==> config.mk <==
export PLATFORM = sky130hd
export DESIGN_NAME = rx_char_timeout
export DESIGN_NICKNAME = d
export VERILOG_FILES = /design/src/rtl/rxto_pkg.sv /design/src/rtl/rxto_window.sv /design/src/rtl/rxto_idle_cnt.sv /design/src/rtl/rxto_trig_cmp.sv /design/src/rtl/rx_char_timeout.sv
export SDC_FILE = /design/constraint.sdc
export NUM_CORES = 1
export LEC_CHECK = 0
export BUFFER_PORTS_ARGS = -buffer_cell sky130_fd_sc_hd__buf_4
export CAP_MARGIN = 10
export CORE_MARGIN = 1
export CORE_UTILIZATION = 43
export DETAILED_ROUTE_END_ITERATION = 8
export MAX_ROUTING_LAYER = met4
export PLACE_DENSITY_LB_ADDON = 0.1
export SYNTH_ARGS = -nofsm -noshare
export SYNTH_HDL_FRONTEND = slang
export SYNTH_SLANG_ARGS = --single-unit
==> constraint.sdc <==
create_clock -name clk_i -period 1.46 [get_ports clk_i]
set_input_delay 0.292 -clock clk_i [delete_from_list [all_inputs] [get_ports clk_i]]
set_output_delay 0.292 -clock clk_i [all_outputs]
set_load 0.005 [all_outputs]
==> src/rtl/rxto_pkg.sv <==
package rxto_pkg;
  localparam int unsigned LEVEL_W = 5;

  function automatic logic [LEVEL_W-1:0] trig_threshold(input logic [1:0] sel);
    logic [LEVEL_W-1:0] thr;
    unique case (sel)
      2'b00:   thr = LEVEL_W'(1);
      2'b01:   thr = LEVEL_W'(4);
      2'b10:   thr = LEVEL_W'(8);
      default: thr = LEVEL_W'(14);
    endcase
    return thr;
  endfunction
endpackage

==> src/rtl/rxto_window.sv <==
module rxto_window #(
  parameter int unsigned CHAR_W   = 4,
  parameter int unsigned WIN_LOG2 = 2,
  localparam int unsigned CNT_W   = CHAR_W + WIN_LOG2
) (
  input  logic [CHAR_W-1:0] frame_bits_i,
  output logic [CNT_W-1:0]  target_o
);
  // window = 2**WIN_LOG2 character times, in baud ticks
  assign target_o = {frame_bits_i, {WIN_LOG2{1'b0}}};
endmodule

==> src/rtl/rxto_idle_cnt.sv <==
module rxto_idle_cnt #(
  parameter int unsigned CNT_W = 6
) (
  input  logic             clk_i,
  input  logic             rst_ni,
  input  logic             nonempty_i,
  input  logic             push_i,
  input  logic             pop_i,
  input  logic             tick_i,
  input  logic [CNT_W-1:0] target_i,
  output logic             timeout_o
);
  logic [CNT_W-1:0] cnt_q;
  logic             restart;

  assign restart = !nonempty_i || push_i || pop_i;

  always_ff @(posedge clk_i) begin
    if (!rst_ni)                          cnt_q <= '0;
    else if (restart)                     cnt_q <= '0;
    else if (tick_i && cnt_q < target_i)  cnt_q <= cnt_q + CNT_W'(1);
  end

  assign timeout_o = (target_i != '0) && (cnt_q >= target_i);

  assert_empty_quiet_R1: assert property (@(posedge clk_i) disable iff (!rst_ni)
    !nonempty_i |=> !timeout_o);


  assert_activity_clears_R4: assert property (@(posedge clk_i) disable iff (!rst_ni)
    (push_i || pop_i) |=> !timeout_o);

  assert_saturate_hold_R3: assert property (@(posedge clk_i) disable iff (!rst_ni)
    (timeout_o && !restart) |=> (timeout_o || !$stable(target_i)));

  assert_no_tick_no_rise_R6: assert property (@(posedge clk_i) disable iff (!rst_ni)
    (!tick_i && !timeout_o) |=> (!timeout_o || !$stable(target_i)));
endmodule

==> src/rtl/rxto_trig_cmp.sv <==
module rxto_trig_cmp
  import rxto_pkg::*;
#(
  parameter bit REGISTERED = 1'b1
) (
  input  logic               clk_i,
  input  logic               rst_ni,
  input  logic [LEVEL_W-1:0] level_i,
  input  logic [1:0]         sel_i,
  output logic               avail_o
);
  logic hit;
  assign hit = level_i >= trig_threshold(sel_i);

  generate
    if (REGISTERED) begin : g_reg
      logic avail_q;
      always_ff @(posedge clk_i) begin
        if (!rst_ni) avail_q <= 1'b0;
        else         avail_q <= hit;
      end
      assign avail_o = avail_q;

      assert_lowest_thr_R7: assert property (@(posedge clk_i) disable iff (!rst_ni)
        (sel_i == 2'b00 && level_i != '0) |=> avail_o);

      assert_below_top_thr_R8: assert property (@(posedge clk_i) disable iff (!rst_ni)
        (sel_i == 2'b11 && level_i < LEVEL_W'(14)) |=> !avail_o);
    end else begin : g_comb
      assign avail_o = hit;
    end
  endgenerate
endmodule

==> src/rtl/rx_char_timeout.sv <==
module rx_char_timeout
  import rxto_pkg::*;
#(
  parameter int unsigned CHAR_W   = 4,
  parameter int unsigned WIN_LOG2 = 2
) (
  input  logic               clk_i,
  input  logic               rst_ni,
  input  logic               fifo_nonempty_i,
  input  logic               fifo_push_i,
  input  logic               fifo_pop_i,
  input  logic               baud_tick_i,
  input  logic [CHAR_W-1:0]  frame_bits_i,
  input  logic [LEVEL_W-1:0] fifo_level_i,
  input  logic [1:0]         trig_sel_i,
  output logic               timeout_o,
  output logic               data_avail_o
);
  localparam int unsigned CNT_W = CHAR_W + WIN_LOG2;

  logic [CNT_W-1:0] target;

  rxto_window #(.CHAR_W(CHAR_W), .WIN_LOG2(WIN_LOG2)) u_window (
    .frame_bits_i (frame_bits_i),
    .target_o     (target)
  );

  rxto_idle_cnt #(.CNT_W(CNT_W)) u_idle (
    .clk_i      (clk_i),
    .rst_ni     (rst_ni),
    .nonempty_i (fifo_nonempty_i),
    .push_i     (fifo_push_i),
    .pop_i      (fifo_pop_i),
    .tick_i     (baud_tick_i),
    .target_i   (target),
    .timeout_o  (timeout_o)
  );

  rxto_trig_cmp #(.REGISTERED(1'b1)) u_trig (
    .clk_i   (clk_i),
    .rst_ni  (rst_ni),
    .level_i (fifo_level_i),
    .sel_i   (trig_sel_i),
    .avail_o (data_avail_o)
  );

  assert_empty_idle_R10: assert property (@(posedge clk_i) disable iff (!rst_ni)
    $fell(fifo_nonempty_i) |=> !timeout_o);
endmodule

==> impl_metrics.yaml <==
layout:
  multi_input_area_um2: 483
  fin_cells: 120
  n_antenna_cell: 0
  seq_area_um2: 146
  num-nets-final: 134
  postLayoutCellArea_um2: 951
  drive_gt1_frac: 0.547
  fillCellCount: 74
  area_growth_pct: 67.0
  utilization: 0.812
timing:
  finalCritPeriodShare: 1.21
  fmaxAchievable_mhz: 567
  slew-limit-headroom: 0.795
  layout_min_cycle_time_ps: 1760
  fin_skew_ps: 4.05
  worst_slew_pin_slew_ps: 305
  finalSetupTns_ps: -456
  drv_slew: 0
  setup_ws_ps: -304
  holdWs_ps: 311
  hold_viol: 0
  rsz0062_at_grt: "yes"
  setup_viol: 5
status:
  violations: "setup timing"
  outcome: "complete, but fails checks"
power:
  pwr-share-comb: 0.247
  cellPowerDensity_mw_per_mm2: 518
  p_leak_nw: 0.431
  sw_frac_of_total: 0.247
  seq_power_share: 0.396
  power_switching_mw: 0.122
  p_clk_frac: 0.357
  p_int_mw: 0.371
  max-vdd-ir-drop_v: 0.000699
  p_total_mw: 0.493
clock_tree:
  postCtsHoldBufs: 0
  cts_max_level: 1
  cts_root_buf: "clkbuf_4"
  cts_tree: "yes"
  clkSinkCount: 7
  cts_max_path_buffers: 2
  clock_latency_ps: 250
  clk_pin_slew_worst_paths_ps: 50
  numCtsBuffers: 3
setup_path:
  critPathKind: "flip-flop to output pin"
  crit_required_ps: 1170
  startpoint: "u_idle.cnt_q[2]"
  arrival_ps: 1470
  reg2reg_depth: 5
  regToRegStartpoint: "u_idle.cnt_q[5]"
  cp-end-kind: "output pin"
  crit_path_max_fanout: 2
  cp-start-kind: "flip-flop"
routing:
  postRouteAntennaNets: 0
  drtPass1Iterations: 5
  via_per_inst: 5.41
  remaining_drc_errors: 0
  wl_um: 1640
  wl_per_cell_um: 13.7
  drtIter0Drc: 13
  dr_total_vias: 649
global_route:
  grt_pass1_wl_um: 2280
  antenna_found_initial: 0
  grt_max_degree: 7
  grt_overflow_total: 0
  grt_pass1_vias: 570
  grt_usage: 0.236
run:
  maxCapViolCount: 0
synthesis:
  postSynthCellCount: 72
  synth_cell_types: 23
  syn_nets: 99
  synth-seq-cells: 7
  synth_area_um2: 569
  syn_area_per_cell_um2: 7.91
  yosysWarnings: 0
  ys_seq_area_frac: 0.246
floorplanning:
  fp-row-count: 12
  start_util: 0.486
  die_h_um: 38.4
  io_pins: 19
  die-width_um: 38.4
  coreArea_mm2: 0.00117
  die_area_mm2: 0.00147
hold_path:
  hold_path.class: "input pin to flip-flop"
  min_from: "rst_ni"
  holdPathStages: 3
placed_design:
  pre_cts_slack_ps: -291
  post_dp_cell_area_um2: 779
  dp.cells: 112
  port_buffers: 18
  dp_hpwl_um: 1020
  place_congestion: 0.808
## flip-flops by register name, summed over array words and instances (netlist names)
name and count:
u_trig.avail_o 1, u_idle.cnt_q 6
## cells in the mapped netlist (all sizes together)
| cell | instances | area share |
|---|---|---|
| a2111oi | 1 | 0.015 |
| a21boi | 1 | 0.013 |
| a21oi | 8 | 0.070 |
| and2b | 1 | 0.013 |
| and4b | 1 | 0.018 |
| buf | 1 | 0.020 |
| dfxtp | 7 | 0.25 |
| ha | 10 | 0.22 |
| inv | 10 | 0.066 |
| nand2 | 5 | 0.033 |
| nand2b | 2 | 0.022 |
| nand4 | 2 | 0.022 |
| nand4bb | 1 | 0.020 |
| nor2 | 3 | 0.020 |
| nor3 | 2 | 0.018 |
| nor3b | 1 | 0.013 |
| nor4 | 1 | 0.011 |
| o21a | 1 | 0.013 |
| o21ai | 7 | 0.062 |
| o21ba | 1 | 0.018 |
| o31ai | 1 | 0.013 |
| or3 | 5 | 0.055 |
## placed cells by master (no fill, tap or decap), drive strengths merged
cell	Yosys	final
a21oi	8	8
nor3b	1	1
or3	5	5
nand4	2	2
nor4	1	1
nor2	3	3
clkbuf	0	4
ha	10	10
o21a	1	1
a21boi	1	1
dfxtp	7	7
and4b	1	1
nor3	2	2
o21ba	1	1
nand2	5	5
and2b	1	1
buf	1	31
nand2b	2	2
o21ai	7	7
nand4bb	1	1
a2111oi	1	1
o31ai	1	1
inv	10	10
## cells by family (layout without fill, tap and decap cells)
logic type,after synthesis,after routing,share of synthesized area
and+or+nand+nor,24,24,0.244
buffers and inverters,11,45,0.0857
DFF,7,7,0.246
AOI/OAI and AO/OA,20,20,0.204
adders and majority gates,10,10,0.220
## timing repair
action,CTS,global route
pin swaps,13,8
gates resized for setup,15,14
buffers inserted,2,2
cloned,1,0
hold endpoints to repair,0,0
setup endpoints to repair,6,7
## cell type report
class	instances	area share
Timing Repair Buffer	31	0.253
Sequential cell	7	0.154
Inverter	10	0.0395
Multi-Input combinational cell	54	0.508
Clock buffer	4	0.0276
Tap cell	14	0.0184
## final timing paths
path                           to  slack, ps
setup reg to reg  u_idle.cnt_q[5]       -100
hold reg to reg   u_idle.cnt_q[5]        620
hold / removal     u_trig.avail_o        310
setup / recovery        timeout_o       -300
## power by group through the flow
stage	Sequential (mW)	Combinational, mW	Clock (mW)
2_1_floorplan	0.200	0.0391	0
3_3_place_gp	0.199	0.0907	0
3_5_place_dp	0.199	0.0939	0
4_1_cts	0.195	0.112	0.179
5_1_grt	0.195	0.135	0.190
6_report	0.195	0.122	0.176
## critical path, cell delays in order (launching register included)
cell	delay, ps
dfxtp_2	340
inv_2	40
ha_4	250
nand2_2	40
a21oi_2	130
a2111oi_2	60
nor3_1	210
buf_4	150
## per-layer routing
layer / global-route usage / vias to the layer above / part of all wire
met5: - / - / 0
met4: 0.0776 / 0 / 0.0067
met3: 0.0872 / 2 / 0.026
met2: 0.415 / 7 / 0.55
met1: 0.243 / 311 / 0.41
li1: - / 329 / -
(Power assumes the default switching activity.)
